File: src/rtl/qws_pkg.sv
`timescale 1ns/1ps
package qws_pkg;

  // Strobes passed from the sequencer to the datapath
  typedef struct packed {
    logic issueEn;   // advance the selected voice and read its table
    logic capEn;     // memory data for the previous issue is on the bus
    logic capFirst;  // captured byte belongs to the first voice
    logic capLast;   // captured byte belongs to the last voice
  } qws_strobe_t;

endpackage

File: src/rtl/qws_ctrl.sv
`timescale 1ns/1ps
module qws_ctrl
  import qws_pkg::*;
#(
  parameter int unsigned VOICE_CNT = 4,
  localparam int unsigned VSEL_W = (VOICE_CNT > 1) ? $clog2(VOICE_CNT) : 1
) (
  input  logic              clk,
  input  logic              rstN,
  input  logic              tick,
  input  logic              runMode,
  output qws_strobe_t       strobes,
  output logic [VSEL_W-1:0] issueVoice
);

  localparam logic [VSEL_W-1:0] LAST_SLOT = VSEL_W'(VOICE_CNT - 1);

  logic              busy;
  logic [VSEL_W-1:0] slot;
  logic              capValid;
  logic [VSEL_W-1:0] capSlot;

  always_ff @(posedge clk or negedge rstN) begin
    if (!rstN) begin
      busy     <= 1'b0;
      slot     <= '0;
      capValid <= 1'b0;
      capSlot  <= '0;
    end else begin
      capValid <= busy;
      capSlot  <= slot;
      if (!busy) begin
        if (tick && runMode) begin
          busy <= 1'b1;
          slot <= '0;
        end
      end else begin
        slot <= slot + 1'b1;
        if (slot == LAST_SLOT) busy <= 1'b0;
      end
    end
  end

  always_comb begin
    strobes.issueEn  = busy;
    strobes.capEn    = capValid;
    strobes.capFirst = (capSlot == '0);
    strobes.capLast  = (capSlot == LAST_SLOT);
    issueVoice       = slot;
  end

  // reads walk the voices in ascending order, one per cycle
  p_issue_order_r6: assert property (@(posedge clk) disable iff (!rstN)
    (busy && slot != LAST_SLOT) |=> (busy && slot == $past(slot) + 1'b1));

  // after the last voice is read, there is a gap of at least one cycle
  p_issue_gap_r6: assert property (@(posedge clk) disable iff (!rstN)
    (busy && slot == LAST_SLOT) |=> !busy);

  // a sequence always starts at voice 0
  p_start_voice0_r6: assert property (@(posedge clk) disable iff (!rstN)
    $rose(busy) |-> (slot == '0));

  // no sequence starts unless the run mode is selected
  p_idle_when_off_r8: assert property (@(posedge clk) disable iff (!rstN)
    (!busy && !runMode) |=> !busy);

endmodule

File: src/rtl/qws_datapath.sv
`timescale 1ns/1ps
module qws_datapath
  import qws_pkg::*;
#(
  parameter int unsigned VOICE_CNT  = 4,
  parameter int unsigned PHASE_W    = 32,
  parameter int unsigned FRAC_W     = 15,
  parameter int unsigned TABLE_AW   = 9,
  parameter int unsigned SAMPLE_W   = 8,
  parameter int unsigned REG_AW     = 6,
  parameter int unsigned MODE_W     = 2,
  parameter int unsigned MODE_ADDR  = 1,
  parameter int unsigned VOICE_BASE = 16,
  parameter int unsigned RUN_CODE   = 2,
  localparam int unsigned VSEL_W     = (VOICE_CNT > 1) ? $clog2(VOICE_CNT) : 1,
  localparam int unsigned DATA_W     = 8,
  localparam int unsigned REG_BYTES  = PHASE_W / DATA_W,
  localparam int unsigned BYTE_IDX_W = $clog2(REG_BYTES),
  localparam int unsigned LANE_W     = $clog2(PHASE_W),
  localparam int unsigned MIX_SHIFT  = $clog2(VOICE_CNT),
  localparam int unsigned ACC_W      = SAMPLE_W + MIX_SHIFT,
  localparam int unsigned MEM_AW     = TABLE_AW + 1
) (
  input  logic                clk,
  input  logic                rstN,
  input  logic [REG_AW-1:0]   regAddr,
  input  logic                regWrEn,
  input  logic [DATA_W-1:0]   regWrData,
  output logic [DATA_W-1:0]   regRdData,
  output logic                runMode,
  input  qws_strobe_t         strobes,
  input  logic [VSEL_W-1:0]   issueVoice,
  output logic [MEM_AW-1:0]   memRdAddr,
  input  logic [SAMPLE_W-1:0] memRdData,
  output logic [SAMPLE_W-1:0] mixOut,
  output logic                mixValid
);

  localparam logic [VSEL_W-1:0] LAST_VOICE = VSEL_W'(VOICE_CNT - 1);

  // Address decode, shared by reads and writes
  logic [REG_AW-1:0]     relAddr;
  logic                  inVoiceSpace;
  logic                  relIsInc;
  logic [VSEL_W-1:0]     relVoice;
  logic [BYTE_IDX_W-1:0] relByte;
  logic [LANE_W-1:0]     laneLo;
  logic                  wrVoiceSpace;
  logic                  wrMode;

  always_comb begin
    relAddr      = regAddr - REG_AW'(VOICE_BASE);
    inVoiceSpace = (regAddr >= REG_AW'(VOICE_BASE)) &&
                   (relAddr < REG_AW'(2 * REG_BYTES * VOICE_CNT));
    relByte      = relAddr[BYTE_IDX_W-1:0];
    relIsInc     = relAddr[BYTE_IDX_W];
    relVoice     = relAddr[BYTE_IDX_W+1 +: VSEL_W];
    laneLo       = LANE_W'((REG_BYTES - 1 - int'(relByte)) * DATA_W);
    wrVoiceSpace = regWrEn && inVoiceSpace;
    wrMode       = regWrEn && (regAddr == REG_AW'(MODE_ADDR));
  end

  // Mode register
  logic [MODE_W-1:0] modeQ;

  always_ff @(posedge clk or negedge rstN) begin
    if (!rstN)       modeQ <= '0;
    else if (wrMode) modeQ <= regWrData[MODE_W-1:0];
  end

  assign runMode = (modeQ == MODE_W'(RUN_CODE));

  // Voice registers, with a single shared adder for the issued voice
  logic [PHASE_W-1:0] phaseAll [VOICE_CNT];
  logic [PHASE_W-1:0] incAll   [VOICE_CNT];
  logic [PHASE_W-1:0] nextPhase;

  assign nextPhase = phaseAll[issueVoice] + incAll[issueVoice];

  for (genvar v = 0; v < VOICE_CNT; v++) begin : g_voice
    logic [PHASE_W-1:0] phR;
    logic [PHASE_W-1:0] incR;
    logic               advHere;
    logic               wrHere;

    assign advHere = strobes.issueEn && (issueVoice == VSEL_W'(v));
    assign wrHere  = wrVoiceSpace && (relVoice == VSEL_W'(v));

    always_ff @(posedge clk or negedge rstN) begin
      if (!rstN) begin
        phR  <= '0;
        incR <= '0;
      end else begin
        // a host byte write to the phase wins over the sequencer advance
        if (wrHere && !relIsInc)  phR[laneLo +: DATA_W] <= regWrData;
        else if (advHere)         phR <= nextPhase;
        if (wrHere && relIsInc)   incR[laneLo +: DATA_W] <= regWrData;
      end
    end

    assign phaseAll[v] = phR;
    assign incAll[v]   = incR;
  end

  // Register read mux
  logic [PHASE_W-1:0] rdWord;

  always_comb begin
    rdWord    = relIsInc ? incAll[relVoice] : phaseAll[relVoice];
    regRdData = '0;
    if (regAddr == REG_AW'(MODE_ADDR)) regRdData = DATA_W'(modeQ);
    else if (inVoiceSpace)             regRdData = rdWord[laneLo +: DATA_W];
  end

  // Table address: the top voice-index bit picks the bank, updated phase bits give the offset
  assign memRdAddr = {issueVoice[VSEL_W-1], nextPhase[FRAC_W +: TABLE_AW]};

  // Mixer
  logic [ACC_W-1:0]    accQ;
  logic [ACC_W-1:0]    sampleExt;
  logic [ACC_W-1:0]    accNext;
  logic [SAMPLE_W-1:0] mixQ;
  logic                validQ;

  assign sampleExt = ACC_W'(memRdData);
  assign accNext   = accQ + sampleExt;

  always_ff @(posedge clk or negedge rstN) begin
    if (!rstN) begin
      accQ   <= '0;
      mixQ   <= '0;
      validQ <= 1'b0;
    end else begin
      validQ <= strobes.capEn && strobes.capLast;
      if (strobes.capEn) begin
        accQ <= strobes.capFirst ? sampleExt : accNext;
        if (strobes.capLast) mixQ <= accNext[MIX_SHIFT +: SAMPLE_W];
      end
    end
  end

  assign mixOut   = mixQ;
  assign mixValid = validQ;

  // the valid strobe lasts a single cycle
  p_valid_pulse_r7: assert property (@(posedge clk) disable iff (!rstN)
    mixValid |=> !mixValid);

  // a result follows the last voice's read by two cycles
  p_valid_after_last_read_r7: assert property (@(posedge clk) disable iff (!rstN)
    mixValid |-> ($past(strobes.issueEn, 2) && $past(issueVoice, 2) == LAST_VOICE));

  // the output byte holds between results
  p_mix_holds_r7: assert property (@(posedge clk) disable iff (!rstN)
    !mixValid |-> $stable(mixQ));

  // the upper bits of the mode byte always read back as zero
  p_mode_upper_zero_r3: assert property (@(posedge clk) disable iff (!rstN)
    (regAddr == REG_AW'(MODE_ADDR)) |-> (regRdData[DATA_W-1:MODE_W] == '0));

endmodule

File: src/rtl/quad_wave_synth.sv
`timescale 1ns/1ps
module quad_wave_synth
  import qws_pkg::*;
#(
  parameter int unsigned VOICE_CNT = 4,
  parameter int unsigned PHASE_W   = 32,
  parameter int unsigned FRAC_W    = 15,
  parameter int unsigned TABLE_AW  = 9,
  parameter int unsigned SAMPLE_W  = 8,
  parameter int unsigned REG_AW    = 6,
  localparam int unsigned VSEL_W   = (VOICE_CNT > 1) ? $clog2(VOICE_CNT) : 1,
  localparam int unsigned MEM_AW   = TABLE_AW + 1
) (
  input  logic                clk,
  input  logic                rstN,
  input  logic                tick,
  input  logic [REG_AW-1:0]   regAddr,
  input  logic                regWrEn,
  input  logic [7:0]          regWrData,
  output logic [7:0]          regRdData,
  output logic                memRdEn,
  output logic [MEM_AW-1:0]   memRdAddr,
  input  logic [SAMPLE_W-1:0] memRdData,
  output logic [SAMPLE_W-1:0] leftOut,
  output logic [SAMPLE_W-1:0] rightOut,
  output logic                sampleValid
);

  qws_strobe_t         strobes;
  logic [VSEL_W-1:0]   issueVoice;
  logic                runMode;
  logic [SAMPLE_W-1:0] mixOut;
  logic                mixValid;

  qws_ctrl #(
    .VOICE_CNT(VOICE_CNT)
  ) ctrl_i (
    .clk       (clk),
    .rstN      (rstN),
    .tick      (tick),
    .runMode   (runMode),
    .strobes   (strobes),
    .issueVoice(issueVoice)
  );

  qws_datapath #(
    .VOICE_CNT(VOICE_CNT),
    .PHASE_W  (PHASE_W),
    .FRAC_W   (FRAC_W),
    .TABLE_AW (TABLE_AW),
    .SAMPLE_W (SAMPLE_W),
    .REG_AW   (REG_AW)
  ) dpath_i (
    .clk       (clk),
    .rstN      (rstN),
    .regAddr   (regAddr),
    .regWrEn   (regWrEn),
    .regWrData (regWrData),
    .regRdData (regRdData),
    .runMode   (runMode),
    .strobes   (strobes),
    .issueVoice(issueVoice),
    .memRdAddr (memRdAddr),
    .memRdData (memRdData),
    .mixOut    (mixOut),
    .mixValid  (mixValid)
  );

  assign memRdEn     = strobes.issueEn;
  assign leftOut     = mixOut;
  assign rightOut    = mixOut;
  assign sampleValid = mixValid;

endmodule

File: config.mk
export PLATFORM = sky130hd
export DESIGN_NAME = quad_wave_synth
export DESIGN_NICKNAME = d
export VERILOG_FILES = /design/src/rtl/qws_pkg.sv /design/src/rtl/qws_ctrl.sv /design/src/rtl/qws_datapath.sv /design/src/rtl/quad_wave_synth.sv
export SDC_FILE = /design/constraint.sdc
export NUM_CORES = 1
export LEC_CHECK = 0
export ABC_AREA = 1
export BUFFER_PORTS_ARGS = -buffer_cell sky130_fd_sc_hd__buf_2
export CELL_PAD_IN_SITES_DETAIL_PLACEMENT = 2
export CELL_PAD_IN_SITES_GLOBAL_PLACEMENT = 2
export CORE_ASPECT_RATIO = 1.5
export CORE_UTILIZATION = 37
export CTS_CLUSTER_DIAMETER = 80
export CTS_CLUSTER_SIZE = 40
export DETAILED_ROUTE_END_ITERATION = 8
export PLACE_DENSITY_LB_ADDON = 0.1
export SYNTH_ARGS = -nofsm -noshare
export SYNTH_HDL_FRONTEND = slang
export SYNTH_SLANG_ARGS = --single-unit
export TNS_END_PERCENT = 50
File: constraint.sdc
create_clock -name clk -period 3.69 [get_ports clk]
set_input_delay 0.369 -clock clk [delete_from_list [all_inputs] [get_ports clk]]
set_output_delay 0.369 -clock clk [all_outputs]
set_load 0.01 [all_outputs]
## Word-level counts from Yosys, hierarchy flattened

Index checks and enable logic that the tools add are counted.

- Register bits: 283
- Bits in latches: 0
- Bits in writable memories: 0
- Memory bits (read-only): 0
- Input bits: 26
- Output and inout port bits: 36
- Word-level logic and storage cells: 108
- Memories kept: 0

- Add/subtract/negate cells: 6
- $mul: 0
- Divide/modulo/power cells: 0
- Order comparisons: 4
- Equality and inequality tests: 9
- Shift-type cells: 3
- Multiplexer cells: 37
- Bitwise operators: 2
- Reductions and logical operators: 31

Operator list:

| kind | number |
|---|---|
| 32-bit 2-to-1 mux | 17 |
| 32-bit binary-select mux with 2-bit select | 4 |
| 32-bit bitwise mux | 8 |
| 32-bit adder | 1 |
| 8-bit by 7-bit variable shift with 32-bit output, first input constant | 1 |
| 32-bit by 6-bit indexed part select with 8-bit output | 1 |
| 8-bit by 7-bit indexed part select with 32-bit output | 1 |
| 1-bit logical AND | 21 |
| 8-bit 2-to-1 mux | 2 |
| 2-bit == test, second input constant | 6 |
| 10-bit by 8-bit adder with 10-bit output | 1 |
| 10-bit 2-to-1 mux | 1 |
| 2-bit nonzero test | 5 |
| 5-bit negator with 7-bit output | 1 |
| 6-bit by 1-bit == test with 1-bit output, second input constant | 1 |
| 3-bit greater-or-equal comparator, second input constant | 2 |
| 6-bit by 5-bit greater-or-equal comparator with 1-bit output, second input constant | 1 |
| 2-bit logical NOT | 3 |
| 6-bit less-than comparator, second input constant | 1 |
| 2-bit NOT with 3-bit output | 2 |
| 6-bit by 5-bit subtractor with 6-bit output, second input constant | 1 |
| 2-bit by 1-bit == test with 1-bit output, second input constant | 2 |
| 2-bit 2-to-1 mux | 2 |
| 1-bit 2-to-1 mux | 3 |
| 4 further kinds | 4 |

## Logic depth before layout (Yosys ltp)

- Depth after elaboration: 9
- Depth in mapped cells: 20

## Modules after synthesis

A second synthesis with hierarchy kept.

- Cell total of the unflattened synthesis: 2718
- Area total of the unflattened synthesis: 19065.8 sq um

Modules (own cells, without submodules):

| module | times used | cells each | area an instance (sq um) | seq. area each (sq um) |
|---|---|---|---|---|
| qws_datapath | 1 | 2686 | 18768.0 | 6931.6 |
| qws_ctrl | 1 | 24 | 237.7 | 150.1 |
| quad_wave_synth | 1 | 8 | 60.1 | 0.0 |

## Least setup slack after synthesis

Ideal clock, no wire load.

- Path type: register -> output
- Start point: reg ctrl_i.slot[1], in the netlist ctrl_i.issueVoice[1]
- End point: out memRdAddr[1]
- Arrival: 2.799 ns
- Required time: 3.321 ns
- Path slack: 0.522 ns
- Cell stages (with the launch flop): 17
- Buffers on the path: 3
- Path through: dfrtp_1 > clkbuf_1 > inv_1 > clkbuf_1 > clkbuf_1 > o21ai_0 > o22ai_1 > ha_1 > fa_1 > nand3_1 > nand3_1 > nand2_1 > nand3_1 > nand2_1 > nand2_1 > xnor2_1 > inv_1

- Cells in the longest elaborated chain, start to end: 5
- Elaborated cells on any way between the ends: 8
- Those cells by class: add/sub: 1; mux: 6; bitwise: 1

RTL lines:

| element | RTL line | source |
|---|---|---|
| start: declaration | qws_ctrl.sv:19 | `logic [VSEL_W-1:0] slot;` |
| start signal: assignment | qws_ctrl.sv:38 | `slot <= slot + 1'b1;` |
| 2-bit NOT with 3-bit output (implied by the code) (*) | qws_datapath.sv:78 | `assign nextPhase = phaseAll[issueVoice] + incAll[issueVoice];` |
| 32-bit binary-select mux with 2-bit select | qws_datapath.sv:78 |  |
| 32-bit 2-to-1 mux (implied by the code) (2 in a row) | qws_datapath.sv:78 |  |
| 32-bit adder (*) | qws_datapath.sv:78 |  |
| end: declaration | quad_wave_synth.sv:22 | `output logic [MEM_AW-1:0] memRdAddr,` |

Mark *: on every way between the ends. The rest lies on a longest branch, timed or not. The select of a mux whose other input is x is not followed.

## Final worst setup path

- Start point: reg ctrl_i.slot[0], in the netlist ctrl_i.issueVoice[0]
- End point: out memRdAddr[4]

The elaborated chain is that of the path after synthesis.

==> out/results.txt <==
outcome - complete, but fails checks
failing checks - setup timing
antenna-violating nets left - 0
Design Power - 29.9 mW
fin worst setup slack - -0.332 ns
Distinct cells, synth - 52
Iter 0 DRT Violations - 1859
post-synthesis cell count - 2720
Ys Warns - 0
Rel. slew slack - 20.2%
Die Span X - 187 µm
Hold WS - 0.0805 ns
met2 Usage GRT - 69.3%
MaxCap Viol Count - 0
nets@finish - 2924
CTS tree - done
Core Util, Final - 46.7%
Post-synth EDFFs - 0
Final min period - 4.02 ns
crit share post-route - 109%
Top cell by count, worst path - nand2_2
detailed placement HPWL - 71.9 mm
worst-path fanout max - 5
fraction of registers with async set/reset - 100%
grt peak-use layer - met2
cell area after synthesis - 0.0190 mm²
fillcell total - 5811
register area share after synthesis - 37.3%
DIE HEIGHT - 279 µm
routed vias/inst - 6.44
initial antenna violation count - 3
CTS H-tree lvls - 1
RSZ-0062 raised after global routing - yes
WP data arrival - 3.65 ns
met1 Usage GRT - 42.4%
Least-Margin Pin Slew - 1.20 ns
crit-path cells - buf_12, buf_4, inv_6, o21ai_0, o22ai_2, ha_4, nand2_4, nor2_2, nand2_1, nand2_2, nand2_1, nand2_2, nand2_2, nand2_1, nand2_2, nand2_2, buf_2
Vias - 22.7k
worst hold path class - in2reg
Slowest cell on crit path - dfrtp_4
Peak VDD IR - 949 µV
max-slew violations - 0
Pre-antenna DRT Iters - 5
Synth Flop Type - dfrtp_1
met3 track demand over resource - 6.53%
Power Density - 1260 mW/mm²
clk_skew - 0.0502 ns
syn_nets - 2796
worst path bufs/invs - 4
first-pass GRT wire length - 156 mm
Clk Latency, worst-skew pair - 0.62 ns
CP Launch Type - flop
DIE AREA - 0.0522 mm²
number of global-route vias before repair - 24.3k
Setup violations, final - 10
PortBufs - 61
multi-input logic area - 0.0118 mm²
Total GRT Usage - 40.1%
FP Rows - 101
DR WL/cell - 33.2 µm
FF/Latch Area - 0.00709 mm²
worst endpoint required time - 3.32 ns
clock root buffer master - clkbuf_16
share of layout cells above drive strength 1 - 23.2%
clk slew on worst S/H paths - 0.11 ns
Max Freq - 249 MHz
Post-Route WL - 117 mm
GR Overflow Total - 0
largest delay contributor family on the critical path - simple AND/OR/NAND/NOR gates
initial core utilization - 37.4%
final hold violation count - 0
Syn Area/Cell - 6.97 µm²
CTS Buffer Depth - 3
Worst path max stage delay - 0.52 ns
TritonCTS buffer count - 19
largest net degree at the start of global routing - 101
flops & latches, synth - 283
Placeable Area - 0.0507 mm²
clk sinks - 283
Worst Path Class, Setup - reg2out
GP Congestion - 0.934
Area Growth Syn to Fin - 24.7%
crit end category - primary output
LEAKAGE - 11.4 nW
I/O pin count - 62
Residual DRC - 0
[cells in the mapped netlist (6+ instances only)]
library cell | count | area [µm²]
nand2_1 | 789 | 2960
dfrtp_1 | 283 | 7080
nor2_1 | 278 | 1040
o21ai_0 | 278 | 1390
inv_1 | 232 | 871
nand3_1 | 159 | 796
a21oi_1 | 132 | 661
clkbuf_1 | 78 | 293
mux2_2 | 57 | 642
o22ai_1 | 56 | 350
ha_1 | 48 | 601
nand4_1 | 37 | 231
buf_2 | 35 | 175
a22oi_1 | 34 | 255
a31oi_1 | 34 | 213
buf_4 | 18 | 135
o211ai_1 | 17 | 128
inv_2 | 15 | 56.3
nor3_1 | 11 | 55.1
nand2_2 | 10 | 62.6
o21bai_1 | 10 | 75.1
o221ai_1 | 10 | 87.6
nor2_2 | 9 | 56.3
xnor2_1 | 9 | 78.8
xor2_1 | 9 | 78.8
and2_1 | 7 | 43.8
o21ai_1 | 7 | 35.0
buf_1 | 6 | 22.5
o2111ai_1 | 6 | 52.6
[worst paths after layout]
path                                       from                          to  slack (ns)  depth (start not counted)
setup / recovery           ctrl_i.issueVoice[0]                memRdAddr[4]       -0.33                         17
hold / removal                     memRdData[6]             dpath_i.accQ[6]        0.08                          3
setup reg to reg           ctrl_i.issueVoice[0]  dpath_i.g_voice[1].phR[29]           0                         19
hold reg to reg                 dpath_i.accQ[5]             dpath_i.accQ[5]        0.51                          2
max in group asynchronous                  rstN  dpath_i.g_voice[2].phR[26]        2.22                          3
min in group asynchronous                  rstN  dpath_i.g_voice[2].phR[10]        0.41                          2
[routing by layer]
metal / wire length, µm / vias up
li1: - / 9256
met1: 40700 / 11600
met2: 55800 / 1278
met3: 9390 / 597
met4: 11400 / 6
met5: 40 / -
[layout by cell type, fill, tap and decap left out, types with 17 or more instances in the layout]
master and instances:
o211ai_1 17, nand2_2 70, o21ai_1 30, mux2_2 57, ha_1 22, nor2_1 248
ha_4 20, nand2_1 703, nand4_1 37, a22oi_1 34, o22ai_1 18, a21oi_1 110
o21ai_0 231, o22ai_2 36, a31oi_1 34, o21ai_2 24, nor2_2 28, buf_4 141
inv_2 29, nand3_1 144, a21oi_2 18, dfrtp_1 281, buf_2 56, clkbuf_16 23
inv_1 215, nand2_4 26
[logic make-up after synthesis]
| group | share of synthesized area [%] |
|---|---|
| AND/OR/NAND/NOR | 28.6 |
| flip-flops | 37.3 |
| multiplexers | 3.38 |
| XOR/XNOR | 0.831 |
| buffers and inverters | 8.32 |
| adder cells (fa/ha/maj) | 3.38 |
| AO/OA/AOI/OAI | 18.2 |
[layout make-up]
| class | instances | share of cell area, % |
|---|---|---|
| multi-input cells | 2048 | 49.8 |
| flip-flops and latches | 283 | 30.0 |
| repair buffers | 242 | 9.52 |
| inverters | 251 | 4.13 |
| well taps | 669 | 3.54 |
| clock buffers | 21 | 2.08 |
| clock inverters | 13 | 0.804 |
| repair inverters | 3 | 0.132 |
| diodes | 1 | 0.0106 |
[timing repair]
| action | 4_1_cts | 5_1_grt |
|---|---|---|
| endpoints found under the setup margin | 17 | 21 |
| hold endpoints to repair | 93 | 0 |
| setup buffers | 33 | 26 |
| gates resized for setup | 239 | 188 |
| cloned | 11 | 5 |
| hold buffers | 1 | 0 |
| pin swaps | 68 | 78 |
[power breakdown]
group / internal, mW / switching [mW] / total [mW]
combinational: 8.18 / 14.1 / 22.3
clock: 1.18 / 1.46 / 2.65
sequential: 4.00 / 0.929 / 4.93
[flip-flops by register name, indices dropped and copies added (netlist names)]
name and count:
ctrl_i.capValid 1, dpath_i.g_voice.phR 128, dpath_i.mixValid 1, dpath_i.accQ 10, ctrl_i.issueVoice 2, dpath_i.mixOut 8
ctrl_i.capSlot 2, dpath_i.g_voice.incR 128, dpath_i.modeQ 2, ctrl_i.busy 1
[tightest hold or removal path, delay by kind of cell]
kind | cells | cell delay, ns
buf+inv | 1 | 0.09
compound gates | 1 | 0.09
simple gates | 1 | 0.07
[per-stage QoR]
stage / instance area, µm² / TNS (ns) / setup WS [ns] / cells
final: 23600 / -2.03 / -0.332 / 3531
after detailed placement: 20500 / -0.366 / -0.106 / 3422
after global placement: 20500 / 0 / 0.00146 / 3422
after CTS: 22700 / -0.136 / -0.0523 / 3500
after floorplan: 19000 / 0 / 0.522 / 2720
after global routing: 23600 / -3.12 / -0.381 / 3530
Note: power is estimated with default switching activity, not from simulation.
